### src/rtl/dbgscan_pkg.sv
package dbgscan_pkg;

   localparam int unsigned DATA_W     = 32;
   localparam int unsigned ADDR_W     = 5;
   localparam int unsigned CHAIN_W    = DATA_W + ADDR_W + 1;
   localparam int unsigned DIR_BIT    = CHAIN_W - 1;
   localparam int unsigned WATCH_SPAN = 8;
   localparam int unsigned WATCH_REGS = 6;
   localparam int unsigned MON_BIT    = 4;
   localparam int unsigned RX_BIT     = 0;
   localparam int unsigned TX_BIT     = 1;
   localparam int unsigned VER_LSB    = 28;

   localparam logic [ADDR_W-1:0] A_DBGCTL = 5'd0;
   localparam logic [ADDR_W-1:0] A_DBGSTS = 5'd1;
   localparam logic [ADDR_W-1:0] A_VCATCH = 5'd2;
   localparam logic [ADDR_W-1:0] A_CHCTL  = 5'd4;
   localparam logic [ADDR_W-1:0] A_CHDAT  = 5'd5;

   // debug control width per module version
   function automatic int unsigned ctl_width(input int unsigned ver);
      case (ver)
         1:       return 3;
         2:       return 4;
         default: return 6;
      endcase
   endfunction

   // debug status width per module version
   function automatic int unsigned sts_width(input int unsigned ver);
      return (ver == 6) ? 10 : 5;
   endfunction

   // width of watch-unit register at offset k
   function automatic int unsigned watch_width(input int unsigned k);
      case (k)
         4:       return 9;
         5:       return 8;
         default: return 32;
      endcase
   endfunction

endpackage

### src/rtl/dbgscan_shifter.sv
module dbgscan_shifter #(
   parameter int unsigned CHAIN_W = 38,
   parameter int unsigned DATA_W  = 32,
   parameter int unsigned ADDR_W  = 5
) (
   input  logic               clk,
   input  logic               rst_n,
   input  logic               cap_en,
   input  logic               shift_en,
   input  logic               upd_en,
   input  logic               tdi,
   input  logic [DATA_W-1:0]  cap_word,
   output logic               tdo,
   output logic [CHAIN_W-1:0] chain,
   output logic [ADDR_W-1:0]  rd_addr,
   output logic               upd_wr,
   output logic               cap_fire
);

   if (CHAIN_W != DATA_W + ADDR_W + 1) begin : g_bad_chain
      $error("dbgscan_shifter: chain length must be data + address + 1");
   end

   logic               shift_fire;
   logic               upd_fire;
   logic [CHAIN_W-1:0] chain_q;
   logic [ADDR_W-1:0]  rd_addr_q;

   assign cap_fire   = cap_en;
   assign shift_fire = shift_en & ~cap_en;
   assign upd_fire   = upd_en & ~cap_en & ~shift_en;

   always_ff @(posedge clk) begin
      if (!rst_n) begin
         chain_q   <= '0;
         rd_addr_q <= '0;
      end else if (cap_fire) begin
         chain_q <= CHAIN_W'(cap_word);
      end else if (shift_fire) begin
         chain_q <= {tdi, chain_q[CHAIN_W-1:1]};
      end else if (upd_fire && !chain_q[CHAIN_W-1]) begin
         rd_addr_q <= chain_q[DATA_W +: ADDR_W];
      end
   end

   assign upd_wr  = upd_fire & chain_q[CHAIN_W-1];
   assign tdo     = chain_q[0];
   assign chain   = chain_q;
   assign rd_addr = rd_addr_q;

endmodule

### src/rtl/dbgscan_chan.sv
module dbgscan_chan #(
   parameter int unsigned DATA_W = 32
) (
   input  logic              clk,
   input  logic              rst_n,
   input  logic              dbg_wr,
   input  logic [DATA_W-1:0] dbg_wdata,
   input  logic              consume,
   input  logic              core_rd,
   input  logic              core_wr,
   input  logic [DATA_W-1:0] core_wdata,
   output logic              rx_full,
   output logic              tx_full,
   output logic [DATA_W-1:0] rx_data,
   output logic [DATA_W-1:0] tx_data
);

   logic              rx_q, tx_q;
   logic [DATA_W-1:0] rx_word_q, tx_word_q;

   always_ff @(posedge clk) begin
      if (!rst_n) begin
         rx_q      <= 1'b0;
         tx_q      <= 1'b0;
         rx_word_q <= '0;
         tx_word_q <= '0;
      end else begin
         if (core_rd) rx_q <= 1'b0;
         if (dbg_wr && !rx_q) begin
            rx_q      <= 1'b1;
            rx_word_q <= dbg_wdata;
         end
         if (consume) tx_q <= 1'b0;
         if (core_wr && !tx_q) begin
            tx_q      <= 1'b1;
            tx_word_q <= core_wdata;
         end
      end
   end

   assign rx_full = rx_q;
   assign tx_full = tx_q;
   assign rx_data = rx_word_q;
   assign tx_data = tx_word_q;

endmodule

### src/rtl/dbgscan_watch.sv
module dbgscan_watch
   import dbgscan_pkg::*;
#(
   parameter logic [ADDR_W-1:0] BASE = 5'd8
) (
   input  logic              clk,
   input  logic              rst_n,
   input  logic              wr_en,
   input  logic [ADDR_W-1:0] wr_addr,
   input  logic [DATA_W-1:0] wr_data,
   input  logic [ADDR_W-1:0] rd_addr,
   output logic [DATA_W-1:0] rd_data
);

   logic [DATA_W-1:0] slot_val [WATCH_REGS];

   for (genvar k = 0; k < WATCH_REGS; k++) begin : g_slot
      localparam int unsigned W = watch_width(k);
      logic [W-1:0] q;
      always_ff @(posedge clk) begin
         if (!rst_n) begin
            q <= '0;
         end else if (wr_en && wr_addr == BASE + ADDR_W'(k)) begin
            q <= wr_data[W-1:0];
         end
      end
      assign slot_val[k] = DATA_W'(q);
   end

   always_comb begin
      rd_data = '0;
      for (int k = 0; k < WATCH_REGS; k++) begin
         if (rd_addr == BASE + ADDR_W'(k)) rd_data = slot_val[k];
      end
   end

endmodule

### src/rtl/dbgscan_chain.sv
module dbgscan_chain
   import dbgscan_pkg::*;
#(
   parameter int unsigned VERSION   = 6,
   parameter int unsigned NUM_WATCH = 2,
   parameter int unsigned VCATCH_W  = 8,
   parameter int unsigned CTL_W     = ctl_width(VERSION),
   parameter int unsigned STS_W     = sts_width(VERSION)
) (
   input  logic                clk,
   input  logic                rst_n,
   input  logic                cap_en,
   input  logic                shift_en,
   input  logic                upd_en,
   input  logic                tdi,
   output logic                tdo,
   input  logic [STS_W-1:0]    dbg_stat_in,
   output logic                monitor_en,
   output logic [VCATCH_W-1:0] vec_catch,
   input  logic                core_rd,
   output logic [DATA_W-1:0]   core_rd_data,
   output logic                rx_full,
   input  logic                core_wr,
   input  logic [DATA_W-1:0]   core_wr_data,
   output logic                tx_full
);

   if (VERSION > 15) begin : g_bad_ver
      $error("dbgscan_chain: VERSION must fit in 4 bits");
   end
   if (NUM_WATCH < 1 || NUM_WATCH > 3) begin : g_bad_watch
      $error("dbgscan_chain: NUM_WATCH must be 1 to 3");
   end
   if (CTL_W < 1 || CTL_W > DATA_W || STS_W > DATA_W || VCATCH_W > DATA_W) begin : g_bad_w
      $error("dbgscan_chain: register width out of range");
   end

   logic [CHAIN_W-1:0] chain_q;
   logic [ADDR_W-1:0]  rd_addr_q;
   logic               upd_wr;
   logic               cap_fire;
   logic [DATA_W-1:0]  cap_word;
   logic [ADDR_W-1:0]  wr_addr;
   logic [DATA_W-1:0]  wr_data;
   logic               consume;
   logic [DATA_W-1:0]  tx_word;
   logic [CTL_W-1:0]   ctl_q;
   logic [VCATCH_W-1:0] vc_q;
   logic [DATA_W-1:0]  watch_rd [NUM_WATCH];
   logic [DATA_W-1:0]  watch_any;
   logic [DATA_W-1:0]  chctl_val;

   dbgscan_shifter #(
      .CHAIN_W (CHAIN_W),
      .DATA_W  (DATA_W),
      .ADDR_W  (ADDR_W)
   ) u_shift (
      .clk      (clk),
      .rst_n    (rst_n),
      .cap_en   (cap_en),
      .shift_en (shift_en),
      .upd_en   (upd_en),
      .tdi      (tdi),
      .cap_word (cap_word),
      .tdo      (tdo),
      .chain    (chain_q),
      .rd_addr  (rd_addr_q),
      .upd_wr   (upd_wr),
      .cap_fire (cap_fire)
   );

   assign wr_addr = chain_q[DATA_W +: ADDR_W];
   assign wr_data = chain_q[DATA_W-1:0];
   assign consume = cap_fire && (rd_addr_q == A_CHDAT);

   dbgscan_chan #(
      .DATA_W (DATA_W)
   ) u_chan (
      .clk        (clk),
      .rst_n      (rst_n),
      .dbg_wr     (upd_wr && wr_addr == A_CHDAT),
      .dbg_wdata  (wr_data),
      .consume    (consume),
      .core_rd    (core_rd),
      .core_wr    (core_wr),
      .core_wdata (core_wr_data),
      .rx_full    (rx_full),
      .tx_full    (tx_full),
      .rx_data    (core_rd_data),
      .tx_data    (tx_word)
   );

   for (genvar i = 0; i < NUM_WATCH; i++) begin : g_watch
      dbgscan_watch #(
         .BASE (ADDR_W'((i + 1) * WATCH_SPAN))
      ) u_watch (
         .clk     (clk),
         .rst_n   (rst_n),
         .wr_en   (upd_wr),
         .wr_addr (wr_addr),
         .wr_data (wr_data),
         .rd_addr (rd_addr_q),
         .rd_data (watch_rd[i])
      );
   end

   always_ff @(posedge clk) begin
      if (!rst_n) begin
         ctl_q <= '0;
         vc_q  <= '0;
      end else if (upd_wr) begin
         if (wr_addr == A_DBGCTL) ctl_q <= wr_data[CTL_W-1:0];
         if (wr_addr == A_VCATCH) vc_q  <= wr_data[VCATCH_W-1:0];
      end
   end

   if (CTL_W > MON_BIT) begin : g_mon
      assign monitor_en = ctl_q[MON_BIT];
   end else begin : g_no_mon
      assign monitor_en = 1'b0;
   end

   assign vec_catch = vc_q;

   always_comb begin
      chctl_val               = '0;
      chctl_val[VER_LSB +: 4] = 4'(VERSION);
      chctl_val[RX_BIT]       = rx_full;
      chctl_val[TX_BIT]       = tx_full;
   end

   always_comb begin
      watch_any = '0;
      for (int i = 0; i < NUM_WATCH; i++) watch_any = watch_any | watch_rd[i];
   end

   always_comb begin
      case (rd_addr_q)
         A_DBGCTL: cap_word = DATA_W'(ctl_q);
         A_DBGSTS: cap_word = DATA_W'(dbg_stat_in);
         A_VCATCH: cap_word = DATA_W'(vc_q);
         A_CHCTL:  cap_word = chctl_val;
         A_CHDAT:  cap_word = tx_word;
         default:  cap_word = watch_any;
      endcase
   end

endmodule

### config.mk
export PLATFORM = sky130hd
export DESIGN_NAME = dbgscan_chain
export DESIGN_NICKNAME = d
export VERILOG_FILES = /design/src/rtl/dbgscan_pkg.sv /design/src/rtl/dbgscan_shifter.sv /design/src/rtl/dbgscan_chan.sv /design/src/rtl/dbgscan_watch.sv /design/src/rtl/dbgscan_chain.sv
export SDC_FILE = /design/constraint.sdc
export NUM_CORES = 1
export LEC_CHECK = 0
export ABC_CLOCK_PERIOD_IN_PS = 3700
export BUFFER_PORTS_ARGS = -buffer_cell sky130_fd_sc_hd__buf_2
export CAP_MARGIN = 10
export CORE_MARGIN = 1
export CORE_UTILIZATION = 25
export DETAILED_ROUTE_END_ITERATION = 7
export GPL_TIMING_DRIVEN = 0
export RECOVER_POWER = 25
export SKIP_CTS_REPAIR_TIMING = 1
export SLEW_MARGIN = 30
export SYNTH_ARGS = -nofsm -noshare
export SYNTH_HDL_FRONTEND = slang
export SYNTH_SLANG_ARGS = --single-unit
export TNS_END_PERCENT = 100
### constraint.sdc
create_clock -name clk -period 3.7 [get_ports clk]
set_input_delay 0.37 -clock clk [delete_from_list [all_inputs] [get_ports clk]]
set_output_delay 0.37 -clock clk [all_outputs]
set_load 0.01 [all_outputs]
==> results of run 1 <==
==> kinds of logic (layout without fill, tap and decap cells) <==
family | count (synthesis) | after routing | synth area share (%)
AND/OR/NAND/NOR | 691 | 691 | 18.12
flip-flops | 413 | 413 | 44.00
AO/OA/AOI/OAI | 347 | 347 | 13.28
multiplexers | 317 | 317 | 20.03
buffers and inverters | 200 | 371 | 4.568
==> worst max-delay path, stage by stage (launching register included) <==
cell and delay [ns]:
dfxtp_1 0.37, clkbuf_1 0.29, nor3b_1 0.63, buf_2 0.41, buf_1 0.56, nand2_1 0.31, a211oi_1 0.29
==> registers in the layout, indices dropped and copies added (netlist names) <==
signal	count
g_watch.u_watch.g_slot.q	290
u_shift.chain	38
u_chan.rx_data	32
u_chan.tx_data	32
vec_catch	8
ctl_q	6
u_shift.rd_addr	5
u_chan.rx_full	1
u_chan.tx_full	1
==> routing by layer <==
layer / GRT usage (%) / vias up / wire length (um)
met2: 26.17 / 551 / 28870
met3: 3.693 / 125 / 4951
met5: 0 / - / 13
li1: - / 7070 / -
met1: 21.20 / 7230 / 27280
met4: 6.647 / 2 / 2376
==> synthesized netlist by cell type, drive strengths merged (24+ instances only) <==
library cell	count
buf	58
o2bb2ai	24
a22oi	32
nor2	24
o21ai	43
mux4	47
nor2b	217
a21boi	170
nand3	44
nand2	350
mux2i	267
dfxtp	413
clkbuf	138
==> how the worst max path moves through the flow <==
stage / endpoint
floorplan: u_shift.chain[21]
global placement: g_watch[1].u_watch.g_slot[0].q[12]
detailed placement: u_chan.rx_data[23]
CTS: u_shift.chain[9]
global route: u_shift.chain[0]
finish: u_shift.chain[9]
==> area by class of cell <==
| cell class | instances | area (sq um) |
|---|---|---|
| fill | 7868 | 52590 |
| multi-input combinational | 1355 | 9661 |
| sequential | 413 | 8268 |
| clock buffer | 67 | 1340 |
| tap | 969 | 1212 |
| buffer | 196 | 835.8 |
| timing repair buffer | 93 | 407.9 |
| clock inverter | 11 | 118.9 |
| inverter | 4 | 15.01 |
==> per-stage QoR <==
step                power [mW]  worst slack (ns)
floorplan                4.780             1.863
global placement         4.954            0.7698
detailed placement       4.954            0.9541
CTS                      9.444            0.9862
global route             9.644            0.6758
finish                   9.376            0.7409
==> power by group through the flow <==
stage                     combinational, mW  clock [mW]  sequential (mW)
final                                 0.359        4.52             4.50
after global routing                  0.381        4.77             4.50
after CTS                             0.359        4.59             4.50
after detailed placement              0.358           0             4.60
after global placement                0.358           0             4.60
after floorplan                       0.194           0             4.59
==> out/qor.csv, run 1 <==
metric;value;unit
critical_path.startpoint_type;flip-flop;
synthFlopType;dfxtp_1;
crit_path_start;u_shift.rd_addr[2];
yosysSeqAreaShare;44.00;%
r2r-start;u_shift.rd_addr[2];
synth.distinct_cells;58;
layout_min_cycle_time;2.959;ns
min-delay-start;core_wr_data[19];
io_buffer_count;93;
hold_path_end;u_chan.tx_data[19];
tightestPinTransition;1.109;ns
synth_top_cell_area_share;44.00;%
track_usage;16.35;%
clk_latency;0.58;ns
wirelength;63490;um
place.gp.congestion;0.9081;
firstDrtPassIters;5;
worst_r2r_path_depth;6;
drc_errors;0;
grt.overflow.total;0;
first_global_vias;14770;
min_path_cells;3;
final_area;0.02186;sq mm
end_kind;flip-flop;
htreeDepth;2;
crit_required;4.18;ns
root_buffer;clkbuf_16;
cts.sinks;413;
setup_viol_count_final;0;
synth-async-reset-ratio;0;%
pwr-share-comb;3.8;%
nets;2157;
run_status;completed;
detail-route-antenna-nets;0;
utilization;29.36;%
power.switching;2.143;mW
synth_area_leader_cell;dfxtp_1;
final_cells;3108;
cts_made_buffers;44;
syn_nets;2018;
layout_common_cells;dfxtp_1 (413), nand2_1 (350), mux2i_1 (267), nor2b_1 (217), clkbuf_1 (201);
dieArea;0.07627;sq mm
p_clk_share;48.2;%
route.vias.total;14980;
relSlewSlack;25.50;%
antenna_found_initial;1;
hold_viol_final;0;
timing.fmax;0.3379;GHz
max_cap_viol_count;0;
cts.path.max_buffers;3;
io_pins;94;
row_count;100;
min_period_over_period;79.98;%
core-area;0.07445;sq mm
avgRoutedWirePerCell;20.43;um
ys_warn_count;0;
final_common_cell;dfxtp_1;
hold_path.class;input port to flip-flop;
crit_fanout;10;
num_antenna_cells;0;
clk_pin_slew;0.07;ns
dpl_cell_area;0.02048;sq mm
slew_violations;0;
pwr-share-seq;48.0;%
tns;0;ns
netlist_area;0.01879;sq mm
grt_pass1_wl;95300;um
synth_edf_count;0;
via_per_inst;4.819;
power_density;429.0;mW/mm^2
netlist_instances;1968;
ys_top_cells_by_area;dfxtp_1 (44%), mux2i_1 (14%), nor2b_1 (7.2%);
drtIter0Drc;1271;
ys_ff_latch;413;
critical_path_class;flip-flop to flip-flop;
hold_slack;0.04190;ns
cts_tree;done;
p_sw_share;22.85;%
critPathArrivalTime;3.44;ns
r2r_slack;0.74;ns
start_util;25.24;%
die_w;276.2;um
skew;0.01536;ns
power.internal;7.234;mW
avgSynthCellArea;9.549;sq um
die_height;276.2;um
max-vdd-ir-drop;271.6;uV
worst_r2r_endpoint;u_shift.chain[9];
layout-drive-gt1-share;10.00;%
dp.cells;3030;
area_growth;16.32;%
p_leak;7.118;nW
grt_setup_unrepaired;no;
dpl.hpwl;44630;um
grt_max_degree;14;
Note: power is estimated with default switching activity, not from simulation.
==> run 2: changes to the inputs <==
--- a/config.mk
+++ b/config.mk
@@ -5,7 +5,8 @@
 export SDC_FILE = /design/constraint.sdc
 export NUM_CORES = 1
 export LEC_CHECK = 0
-export ABC_CLOCK_PERIOD_IN_PS = 3700
+export ABC_AREA = 1
+export ABC_CLOCK_PERIOD_IN_PS = 2400
 export BUFFER_PORTS_ARGS = -buffer_cell sky130_fd_sc_hd__buf_2
 export CAP_MARGIN = 10
 export CORE_MARGIN = 1
==> constraint.sdc (replaced) <==
create_clock -name clk -period 2.4 [get_ports clk]
set_input_delay 0.24 -clock clk [delete_from_list [all_inputs] [get_ports clk]]
set_output_delay 0.24 -clock clk [all_outputs]
set_load 0.01 [all_outputs]
==> out/qor.csv, run 2 <==
metric;value;unit;change
synth-async-reset-ratio;0;%;unchanged
violations;hold timing;;
yosys-top-cells-count;dfxtp_1 (413), a21oi_1 (390), o21ai_0 (363), nand2_1 (265), inv_1 (244);;
synth_top_cell_area_share;48.46;%;+4.5 points
slew_violations;0;;unchanged
critical_path.startpoint_type;flip-flop;;
synth-simple-area-share;12.82;%;-5.3 points
synth-adder-area-share;0;%;unchanged
timing.fmax;0.4379;GHz;+30%
drtIter0Drc;1789;;+41%
max-vdd-ir-drop;605.4;uV;+120%
track_usage;17.71;%;+1.4 points
syn_nets;2332;;+16%
root_buffer;clkbuf_16;;
core-area;0.06740;sq mm;-9.5%
route.vias.total;16610;;+11%
fillCellCount;7308;;-7.1%
relSlewSlack;38.43;%;+13 points
via_per_inst;4.987;;+3.5%
cts_tree;done;;
avgRoutedWirePerCell;18.96;um;-7.2%
final_cells;3331;;+7.2%
utilization;29.67;%;+0.31 points
final_common_cell;dfxtp_1;;
synthMuxAreaShare;0;%;-20 points
power.internal;10.70;mW;+48%
crit_path_start;u_shift.chain[34];;
avgSynthCellArea;7.477;sq um;-22%
crit_fanout;10;;unchanged
io_buffer_count;91;;-2.2%
power_density;711.8;mW/mm^2;+66%
dpl.hpwl;45890;um;+2.8%
grt_setup_unrepaired;no;;
pwr-share-seq;48.9;%;+0.9 points
power;14.23;mW;+52%
synth_xor_area_share;0;%;unchanged
clk_latency;0.57;ns;about the same
synth_top_family_by_area;compound AO/OA/AOI/OAI gates;;
antenna_found_initial;1;;unchanged
detail-route-antenna-nets;0;;unchanged
tightestPinTransition;0.9236;ns;-0.1853 ns
max_cap_viol_count;0;;unchanged
dieArea;0.06930;sq mm;-9.1%
p_sw_share;24.81;%;+2.0 points
yosysSeqAreaShare;48.46;%;+4.5 points
netlist_area;0.01706;sq mm;-9.2%
synth_area_leader_cell;dfxtp_1;;
firstDrtPassIters;6;;+1
setup_viol_count_final;0;;unchanged
hold_path.class;input port to flip-flop;;
power.switching;3.532;mW;+65%
skew;0.03174;ns;+0.01638 ns
ys_top_cells_by_area;dfxtp_1 (48%), a21oi_1 (11%), o21ai_0 (11%);;
grt_pass1_wl;95440;um;+0.14%
end_kind;flip-flop;;
crit_required;2.82;ns;-1.36 ns
drc_errors;0;;unchanged
critical_path_class;flip-flop to flip-flop;;
p_clk_share;45.4;%;-2.8 points
min_path_cells;3;;unchanged
top_register;g_watch.u_watch.g_slot.q;;
synth.distinct_cells;31;;-47%
layout_common_cells;dfxtp_1 (413), a21oi_1 (390), o21ai_0 (363), nand2_1 (265), inv_1 (244);;
area_growth;17.21;%;
cts.sinks;413;;unchanged
synth_edf_count;0;;unchanged
p_leak;7.274;nW;+2.2%
ys_warn_count;0;;unchanged
pwr-share-comb;5.7;%;+1.9 points
hold_slack;-0.04092;ns;-0.08283 ns
cts.path.max_buffers;3;;unchanged
ys_ff_latch;413;;unchanged
r2r-start;u_shift.chain[34];;
min-delay-start;core_wr_data[19];;
hold_viol_final;10;;+10
io_pins;94;;unchanged
layout-drive-gt1-share;8.218;%;-1.8 points
largest_reg_flops;290;;unchanged
die_w;263.2;um;-4.7%
htreeDepth;2;;unchanged
critPathArrivalTime;2.70;ns;-0.74 ns
grt.overflow.total;0;;unchanged
die_height;263.2;um;-4.7%
min_period_over_period;95.15;%;+15 points
clk_pin_slew;0.06;ns;about the same
dp.cells;3246;;+7.1%
num_antenna_cells;0;;unchanged
synth_most_common_cell;dfxtp_1;;
synthFlopType;dfxtp_1;;
grt_max_degree;15;;+1
synth_compound_area_share;28.88;%;+16 points
first_global_vias;15670;;+6.1%
wirelength;63150;um;-0.55%
cts_made_buffers;42;;-4.5%
row_count;95;;-5.0%
netlist_instances;2282;;+16%
nets;2478;;+15%
place.gp.congestion;0.9334;;+2.8%
worst_r2r_path_depth;6;;unchanged
start_util;25.32;%;+0.075 points
run_status;finished, violations left;;
layout_min_cycle_time;2.284;ns;-0.6755 ns
## run 2: cell types whose count changed after synthesis, sizes merged, moves of 170 or more
cell	before	now
a21oi	21	390
a21boi	170	0
mux2i	267	0
inv	4	254
nor2b	217	0
o21ai	43	472
## run 2: metrics by stage
| stage | hold slack [ns] | setup TNS (ns) | setup slack, ns | instance area, sq um |
|---|---|---|---|---|
| 2_1_floorplan | 0.3392 | 0 | 0.7740 | 17060 |
| 3_3_place_gp | 0.4337 | -3.869 | -0.2883 | 18610 |
| 3_5_place_dp | 0.4382 | -0.04384 | -0.02881 | 18610 |
| 4_1_cts | -0.1214 | -0.1199 | -0.04465 | 19940 |
| 5_1_grt | 0.004687 | 0 | 0.006009 | 20000 |
| 6_report | -0.04092 | 0 | 0.1164 | 20000 |
## run 2: worst max-delay path: stages, from the launching register on
cell and delay, ns:
dfxtp_1 0.30, clkbuf_1 0.28, nor2_1 0.13, nand4_1 0.20
buf_1 0.53, clkbuf_1 0.55, a21oi_1 0.16
## run 2: cell families (layout without fill, tap and decap cells)
logic type,count (synthesis),count (layout)
and+or+nand+nor,498,498
AOI/OAI and AO/OA,946,946
buffers and inverters,425,601
DFF,413,413
## run 2: power by group through the flow
stage / Sequential, mW / Combinational, mW / Clock, mW
2_1_floorplan: 7.10 / 0.445 / 0
3_3_place_gp: 7.11 / 0.775 / 0
3_5_place_dp: 7.11 / 0.777 / 0
4_1_cts: 6.96 / 0.780 / 6.48
5_1_grt: 6.96 / 0.876 / 6.75
6_report: 6.96 / 0.816 / 6.46
## run 2: worst paths after layout
path              slack, ns                            endpoint
setup / recovery       0.12  g_watch[0].u_watch.g_slot[3].q[30]
setup reg to reg       0.12  g_watch[0].u_watch.g_slot[3].q[30]
hold / removal        -0.04                  u_chan.tx_data[19]
hold reg to reg        0.45  g_watch[1].u_watch.g_slot[2].q[22]
## run 2: metal layers
metal | track usage, % | vias up | part of all wire (%)
met1 | 24.09 | 7812 | 45
met4 | 6.449 | 2 | 3.3
met5 | 0 | - | 0.021
met2 | 28.38 | 675 | 45
li1 | - | 8002 | -
met3 | 2.525 | 120 | 6.9
## run 2: final cells by class
| class | instances | area (sq um) | area share, % |
|---|---|---|---|
| repair buffers | 102 | 509.2 | 2.546 |
| inverters | 258 | 968.4 | 4.842 |
| clock inverters | 13 | 93.84 | 0.4692 |
| clock buffers | 61 | 1232 | 6.162 |
| plain buffers | 167 | 708.2 | 3.541 |
| well taps | 873 | 1092 | 5.462 |
| multi-input cells | 1444 | 7127 | 35.64 |
| flip-flops and latches | 413 | 8268 | 41.34 |
